[config.mk]
export PLATFORM = sky130hd
export DESIGN_NAME = pc_latched_unit
export DESIGN_NICKNAME = d
export VERILOG_FILES = /design/src/rtl/pcl_pkg.sv /design/src/rtl/pcl_arbiter.sv /design/src/rtl/pcl_next.sv /design/src/rtl/pcl_latches.sv /design/src/rtl/pc_latched_unit.sv
export SDC_FILE = /design/constraint.sdc
export NUM_CORES = 1
export LEC_CHECK = 0
export BUFFER_PORTS_ARGS = -buffer_cell sky130_fd_sc_hd__clkbuf_2
export CAP_MARGIN = 20
export CORE_UTILIZATION = 40
export CTS_CLUSTER_DIAMETER = 120
export DETAILED_ROUTE_END_ITERATION = 10
export PLACE_DENSITY_LB_ADDON = 0.12
export REMOVE_ABC_BUFFERS = 1
export SKIP_CTS_REPAIR_TIMING = 1
export SYNTH_ARGS = -nofsm -noshare
export SYNTH_HDL_FRONTEND = slang
export SYNTH_SLANG_ARGS = --single-unit
[constraint.sdc]
create_clock -name clk -period 1.8 [get_ports clk]
set_input_delay 0.09 -clock clk [delete_from_list [all_inputs] [get_ports clk]]
set_output_delay 0.09 -clock clk [all_outputs]
set_load 0.05 [all_outputs]
[src/rtl/pcl_pkg.sv]
package pcl_pkg;

    localparam int unsigned PCL_PC_W   = 21;
    localparam int unsigned PCL_BYTE_W = 8;
    localparam int unsigned PCL_STEP   = 2;

    localparam logic [1:0] SEL_LOW  = 2'd0;
    localparam logic [1:0] SEL_HI   = 2'd1;
    localparam logic [1:0] SEL_UP   = 2'd2;

    typedef enum logic [2:0] {
        UPD_HOLD   = 3'd0,
        UPD_STEP   = 3'd1,
        UPD_JUMP   = 3'd2,
        UPD_RETURN = 3'd3,
        UPD_LOWWR  = 3'd4
    } upd_e;

endpackage

[src/rtl/pcl_arbiter.sv]
module pcl_arbiter
    import pcl_pkg::*;
(
    input  logic inc_req,
    input  logic jmp_valid,
    input  logic ret_valid,
    input  logic low_wr,
    output upd_e kind
);

    always_comb begin
        if (jmp_valid)      kind = UPD_JUMP;
        else if (ret_valid) kind = UPD_RETURN;
        else if (low_wr)    kind = UPD_LOWWR;
        else if (inc_req)   kind = UPD_STEP;
        else                kind = UPD_HOLD;
    end

endmodule

[src/rtl/pcl_next.sv]
module pcl_next
    import pcl_pkg::*;
#(
    parameter int unsigned PC_W       = PCL_PC_W,
    parameter int unsigned BYTE_W     = PCL_BYTE_W,
    parameter int unsigned STEP_BYTES = PCL_STEP,
    localparam int unsigned UP_W      = PC_W - 2 * BYTE_W
) (
    input  upd_e              kind,
    input  logic [PC_W-1:0]   pc_q,
    input  logic [PC_W-1:0]   jmp_target,
    input  logic [PC_W-1:0]   ret_addr,
    input  logic [BYTE_W-1:0] wdata,
    input  logic [BYTE_W-1:0] lat_hi,
    input  logic [UP_W-1:0]   lat_up,
    output logic [PC_W-1:0]   pc_d
);

    localparam logic [PC_W-1:0] ALIGN_MASK = ~PC_W'(1);

    logic [PC_W-1:0] raw;

    always_comb begin
        unique case (kind)
            UPD_JUMP:   raw = jmp_target;
            UPD_RETURN: raw = ret_addr;
            UPD_LOWWR:  raw = {lat_up, lat_hi, wdata};
            UPD_STEP:   raw = pc_q + PC_W'(STEP_BYTES);
            UPD_HOLD:   raw = pc_q;
            default:    raw = pc_q;
        endcase
        pc_d = raw & ALIGN_MASK;
    end

endmodule

[src/rtl/pcl_latches.sv]
module pcl_latches #(
    parameter int unsigned BYTE_W = 8,
    parameter int unsigned UP_W   = 5
) (
    input  logic              clk,
    input  logic              rst_n,
    input  logic              wr_hi,
    input  logic              wr_up,
    input  logic              refill,
    input  logic [BYTE_W-1:0] wdata,
    input  logic [BYTE_W-1:0] pc_hi,
    input  logic [UP_W-1:0]   pc_up,
    output logic [BYTE_W-1:0] lat_hi,
    output logic [UP_W-1:0]   lat_up
);

    always_ff @(posedge clk or negedge rst_n) begin
        if (!rst_n) begin
            lat_hi <= '0;
        end else if (wr_hi) begin
            lat_hi <= wdata;
        end else if (refill) begin
            lat_hi <= pc_hi;
        end
    end

    always_ff @(posedge clk or negedge rst_n) begin
        if (!rst_n) begin
            lat_up <= '0;
        end else if (wr_up) begin
            lat_up <= wdata[UP_W-1:0];
        end else if (refill) begin
            lat_up <= pc_up;
        end
    end

endmodule

[src/rtl/pc_latched_unit.sv]
module pc_latched_unit
    import pcl_pkg::*;
#(
    parameter int unsigned PC_W       = PCL_PC_W,
    parameter int unsigned BYTE_W     = PCL_BYTE_W,
    parameter int unsigned STEP_BYTES = PCL_STEP
) (
    input  logic              clk,
    input  logic              rst_n,
    input  logic              inc_req,
    input  logic              jmp_valid,
    input  logic [PC_W-1:0]   jmp_target,
    input  logic              ret_valid,
    input  logic [PC_W-1:0]   ret_addr,
    input  logic              bus_wr,
    input  logic              bus_rd,
    input  logic [1:0]        bus_addr,
    input  logic [BYTE_W-1:0] bus_wdata,
    output logic [BYTE_W-1:0] bus_rdata,
    output logic [PC_W-1:0]   pc_out
);

    localparam int unsigned UP_W  = PC_W - 2 * BYTE_W;
    localparam int unsigned HI_LO = BYTE_W;
    localparam int unsigned UP_LO = 2 * BYTE_W;

    logic              wr_low, wr_hi, wr_up, rd_low;
    logic [PC_W-1:0]   pc_q, pc_d;
    logic [BYTE_W-1:0] lat_hi_q;
    logic [UP_W-1:0]   lat_up_q;
    upd_e              kind;

    // Bus register decode
    always_comb begin
        wr_low = bus_wr && (bus_addr == SEL_LOW);
        wr_hi  = bus_wr && (bus_addr == SEL_HI);
        wr_up  = bus_wr && (bus_addr == SEL_UP);
        rd_low = bus_rd && (bus_addr == SEL_LOW);
    end

    pcl_arbiter u_arb (
        .inc_req   (inc_req),
        .jmp_valid (jmp_valid),
        .ret_valid (ret_valid),
        .low_wr    (wr_low),
        .kind      (kind)
    );

    pcl_next #(
        .PC_W       (PC_W),
        .BYTE_W     (BYTE_W),
        .STEP_BYTES (STEP_BYTES)
    ) u_next (
        .kind       (kind),
        .pc_q       (pc_q),
        .jmp_target (jmp_target),
        .ret_addr   (ret_addr),
        .wdata      (bus_wdata),
        .lat_hi     (lat_hi_q),
        .lat_up     (lat_up_q),
        .pc_d       (pc_d)
    );

    pcl_latches #(
        .BYTE_W (BYTE_W),
        .UP_W   (UP_W)
    ) u_lat (
        .clk    (clk),
        .rst_n  (rst_n),
        .wr_hi  (wr_hi),
        .wr_up  (wr_up),
        .refill (rd_low),
        .wdata  (bus_wdata),
        .pc_hi  (pc_q[UP_LO-1:HI_LO]),
        .pc_up  (pc_q[PC_W-1:UP_LO]),
        .lat_hi (lat_hi_q),
        .lat_up (lat_up_q)
    );

    // Counter state register
    always_ff @(posedge clk or negedge rst_n) begin
        if (!rst_n) begin
            pc_q <= '0;
        end else begin
            pc_q <= pc_d;
        end
    end

    // Outputs
    always_comb begin
        pc_out    = pc_q;
        bus_rdata = rd_low ? pc_q[BYTE_W-1:0] : '0;
    end

endmodule

# ---- Yosys cells after proc, flatten, opt, wreduce, memory -nomap -nowiden
# Index checks and enable logic that the tools add are counted.
dict set report op_classes {
  addsub 1
  n_eq_ne 6
  n_mux 10
  n_reduce_logical 8
}
# operator n
set ops {}
lappend ops {{21-bit one-hot mux with 4 select lines} 1}
lappend ops {{8-bit 2-to-1 mux} 3}
lappend ops {{21-bit by 2-bit adder with 21-bit output (second input constant)} 1}
lappend ops {{5-bit 2-to-1 mux} 2}
lappend ops {{3-bit 2-to-1 mux} 3}
lappend ops {{3-bit by 2-bit equality test with 1-bit output (second input constant)} 2}
lappend ops {{1-bit logical AND} 4}
lappend ops {{2-bit nonzero test} 2}
lappend ops {{4-bit nonzero test} 1}
lappend ops {{3-bit by 1-bit equality test with 1-bit output (second input constant)} 1}
lappend ops {{3-bit equality test (second input constant)} 1}
lappend ops {{2-bit by 1-bit equality test with 1-bit output (second input constant)} 1}
lappend ops {{2-bit equality test (second input constant)} 1}
lappend ops {{2-bit logical NOT} 1}
lappend ops {{1-bit 2-to-1 mux} 1}
dict set report word_totals {
  register_bits 33
  inputBits 59
}

# ---- Logic depth before layout (Yosys ltp)
dict set report logic_depth {
  depth_word 7
  mapped_depth 6
  depth_no_buf 6
}

# ---- By module
# Synthesis repeated with hierarchy kept, for this count alone.
dict set report unflattened {
  cells_unflattened 285
  area_unflattened_um2 2678.8
}
# mod instances cells_per_inst area_per_inst_um2 seq_area_each_um2
set modules_own_cells {}
lappend modules_own_cells {pcl_next 1 188 1336.3 0.0}
lappend modules_own_cells {pc_latched_unit 1 35 699.4 525.5}
lappend modules_own_cells {pcl_latches 1 56 609.3 325.3}
lappend modules_own_cells {pcl_arbiter 1 6 33.8 0.0}

# ---- Worst setup path after synthesis
# OpenSTA, ideal clock, no wires.
dict set report synth_timing {
  kind {register to register}
  from {register pc_q[1] (netlist: pc_out[1])}
  to {register pc_q[19] (netlist: pc_out[19])}
  setup_ps 139
  t_arrival_ps 1818
  path_slack_ps -157
  stages_incl_launch_ff 7
  path_buffers 0
  synth_period_minus_slack_ps 1957
  path_cell_list {dfrtp_1 ha_1 nand4_1 nor3_2 nand3_1 o21ai_0 a2bb2oi_1}
}
dict set report synth_between {
  elab_chain_len 2
}
# element line_no
set synth_lines {}
lappend synth_lines {{start: declaration} pc_latched_unit.sv:28} ;# logic [PC_W-1:0] pc_q, pc_d;
lappend synth_lines {{start signal: assignment} pc_latched_unit.sv:85} ;# pc_q <= pc_d;
lappend synth_lines {{21-bit by 2-bit adder with 21-bit output} pcl_next.sv:28} ;# UPD_STEP: raw = pc_q + PC_W'(STEP_BYTES);
lappend synth_lines {{21-bit one-hot mux with 4 select lines} pcl_next.sv:24} ;# unique case (kind)
# No other way between the ends.
# A chain may end at the register's enable or synchronous reset.

# ---- Final worst setup path
dict set report layout_timing {
  from {register pc_q[2] (netlist: pc_out[2])}
  to {register pc_q[17] (netlist: pc_out[17])}
}
# The elaborated chain is that of the path after synthesis.

==> qor.yml <==
gp_congestion: 0.835
worst_slew_pin_slew_ps: 1010
r2r_cells: 6
hold-path-cell-count: 3
ios: 88
crit_buf_inv: 0
cts_tree: "done"
grt_start_max_net_pins: 21
cts_buffers: 5
p_int_w: 0.00139
via_per_inst: 5.65
reg2reg_to: "pc_out[17]"
startpoint_type: "flip-flop"
synth-edff-count: 0
fmax_mhz: 585
timing.rr.start: "pc_out[2]"
endpoint_kind: "flip-flop"
netlist_area_mm2: 0.00218
outcome: "complete, no violations"
dieArea_mm2: 0.00574
coreArea_mm2: 0.00517
start_util: 0.421
antenna_found_initial: 0
grt.overflow.total: 0
die_width_um: 75.8
reg2reg_slack_ps: 90
syn_inst: 241
post-route-period-util: 0.950
grt_pass1_wl_um: 10200
finalNonFillerCells: 409
grt_pass1_vias: 2072
cp_cell_sequence: "ha_2 -> nand4_1 -> nor3_4 -> nand3_1 -> a21oi_1 -> a2bb2oi_1"
max-clock-path-buffers: 2
p_per_area_mw_per_mm2: 786
slew_headroom: 0.324
die_h_um: 75.8
synth_cell_type_count: 42
skew_ps: 1.64
combinationalPowerShare: 0.337
layout_common_cells: "clkbuf_2, nand2_1, dfrtp_1, o21ai_0, buf_4"
pwr-share-clk: 0.248
drive_gt1_frac: 0.378
final_util: 0.549
clk_latency_ps: 290
ys_ff_latch: 33
worstHoldStart: "bus_wdata[7]"
synthFlopType: "dfrtp_1"
p_switching_w: 0.000838
final_max_slew_viol_count: 0
via_count: 2309
cts_sinks: 33
switching_share: 0.375
firstDrtPassIters: 5
path_max_fanout: 5
placementRows: 26
place_hpwl_um: 4890
seqPwrFrac: 0.416
worstSetupPathType: "reg2reg"
ir_drop_mv: 0.456
yosys.area.top_type: "dfrtp_1"
drt_iter0_drc: 220
grt_setup_unrepaired: "yes"
max_stage_delay_ps: 360
ctsRootBufferMaster: "clkbuf_8"
yosys-top-cells-area: "dfrtp_1, a222oi_1, o21ai_0, nand2_1, mux2i_1"
clkTransAtPathRegs_ps: 70
synth-seq-area-share: 0.379
async_flop_share: 1.00
yosysWarnings: 0
antennaDiodeCount: 0
finalWirelength_um: 6690
post-route-drc-count: 0
synth_top_area_frac: 0.379
leakage_nw: 1.29
drtAntennaViolNets: 0
layout.nets: 398
finalHoldViolCount: 0
fin_tns_setup_ps: 0
wl_per_cell_um: 16.4
area_growth_pct: 30.5
worstPathArrival_ps: 1920
dp_cells: 398
hp-class: "in2reg"
crit_path_top_delay_cell: "dfrtp_1"
h-tree-depth: 2
hold_end: "u_lat.lat_hi[7]"
cp_top_family: "simple AND/OR/NAND/NOR gates"
mostFrequentLayoutCell: "clkbuf_2"
syn_avg_cell_area_um2: 9.03
io_buffers: 83
grtUsageTotal: 0.243
required_ps: 2010
period_needed_ps: 1710
finalSetupViolCount: 0
maxCapViolCount: 0
[Yosys cell counts (5+ instances only)]
master     instances
a222oi_1          20
buf_2              5
o21ai_0           29
a21oi_1           15
dfrtp_1           33
and2_1             7
nor2_1            10
nand4_1            5
nand3_1           10
nand2_1           37
mux2i_1           13
a2bb2oi_1         13
[through the flow]
stage               power [W]  hold WS (ps)  setup slack [ps]  instance area (µm²)
floorplan             0.00139          -206              -646                 2040
global placement      0.00167          18.8               125                 2720
detailed placement    0.00168          8.51              56.7                 2720
CTS                   0.00222          -298              46.7                 2800
global route          0.00233          29.9             -18.0                 2840
finish                0.00223          17.2              89.7                 2840
[state kept, by name (all words and copies together), names as in the netlist]
| signal | cells |
|---|---|
| pc_out | 20 |
| u_lat.lat_up | 5 |
| u_lat.lat_hi | 8 |
[routing by layer]
| metal | vias up | routed length, µm | track usage |
|---|---|---|---|
| met5 | - | 0 | 0 |
| met4 | 0 | 60 | 0.0494 |
| met3 | 5 | 382 | 0.0503 |
| met2 | 89 | 3010 | 0.381 |
| met1 | 1109 | 3240 | 0.348 |
| li1 | 1106 | - | - |
[area by class of cell]
type	instances	area, µm²
timing repair buffer	109	613
tap	70	87.6
multi-input combinational	188	1230
fill	508	2330
inverter	1	3.75
clock buffer	8	80.1
sequential	33	826
[power by group through the flow]
stage | Combinational (W) | Sequential, W | Clock (W)
final | 0.000751 | 0.000928 | 0.000553
after global routing | 0.000807 | 0.000940 | 0.000586
after CTS | 0.000747 | 0.000925 | 0.000552
after detailed placement | 0.000747 | 0.000937 | 0
after global placement | 0.000738 | 0.000935 | 0
after floorplan | 0.000255 | 0.00113 | 0
[cells by family after synthesis]
logic type	after synthesis	share of synthesized area
simple gates	88	0.215
other cells	1	0.00172
xor+xnor	2	0.00805
fa+ha+maj	1	0.00575
compound gates	82	0.264
buf+inv	21	0.0661
mux	13	0.0598
flops	33	0.379
[worst reg2reg max path: cells and delay by family (launching register included)]
family	cells	cell delay [ps]
AND/OR/NAND/NOR	3	680
AO/OA/AOI/OAI	2	370
adder cells (fa/ha/maj)	1	210
flip-flops	1	360
[worst max path at each step]
stage	end	start	cells after the start
after global routing	pc_out[13]	pc_out[2]	7
after global placement	pc_out[19]	pc_out[1]	6
final	pc_out[17]	pc_out[2]	6
after CTS	pc_out[17]	pc_out[2]	6
after floorplan	bus_rdata[1]	bus_addr[1]	2
after detailed placement	pc_out[17]	pc_out[2]	6
No activity file was read; power rests on OpenSTA's default activity.
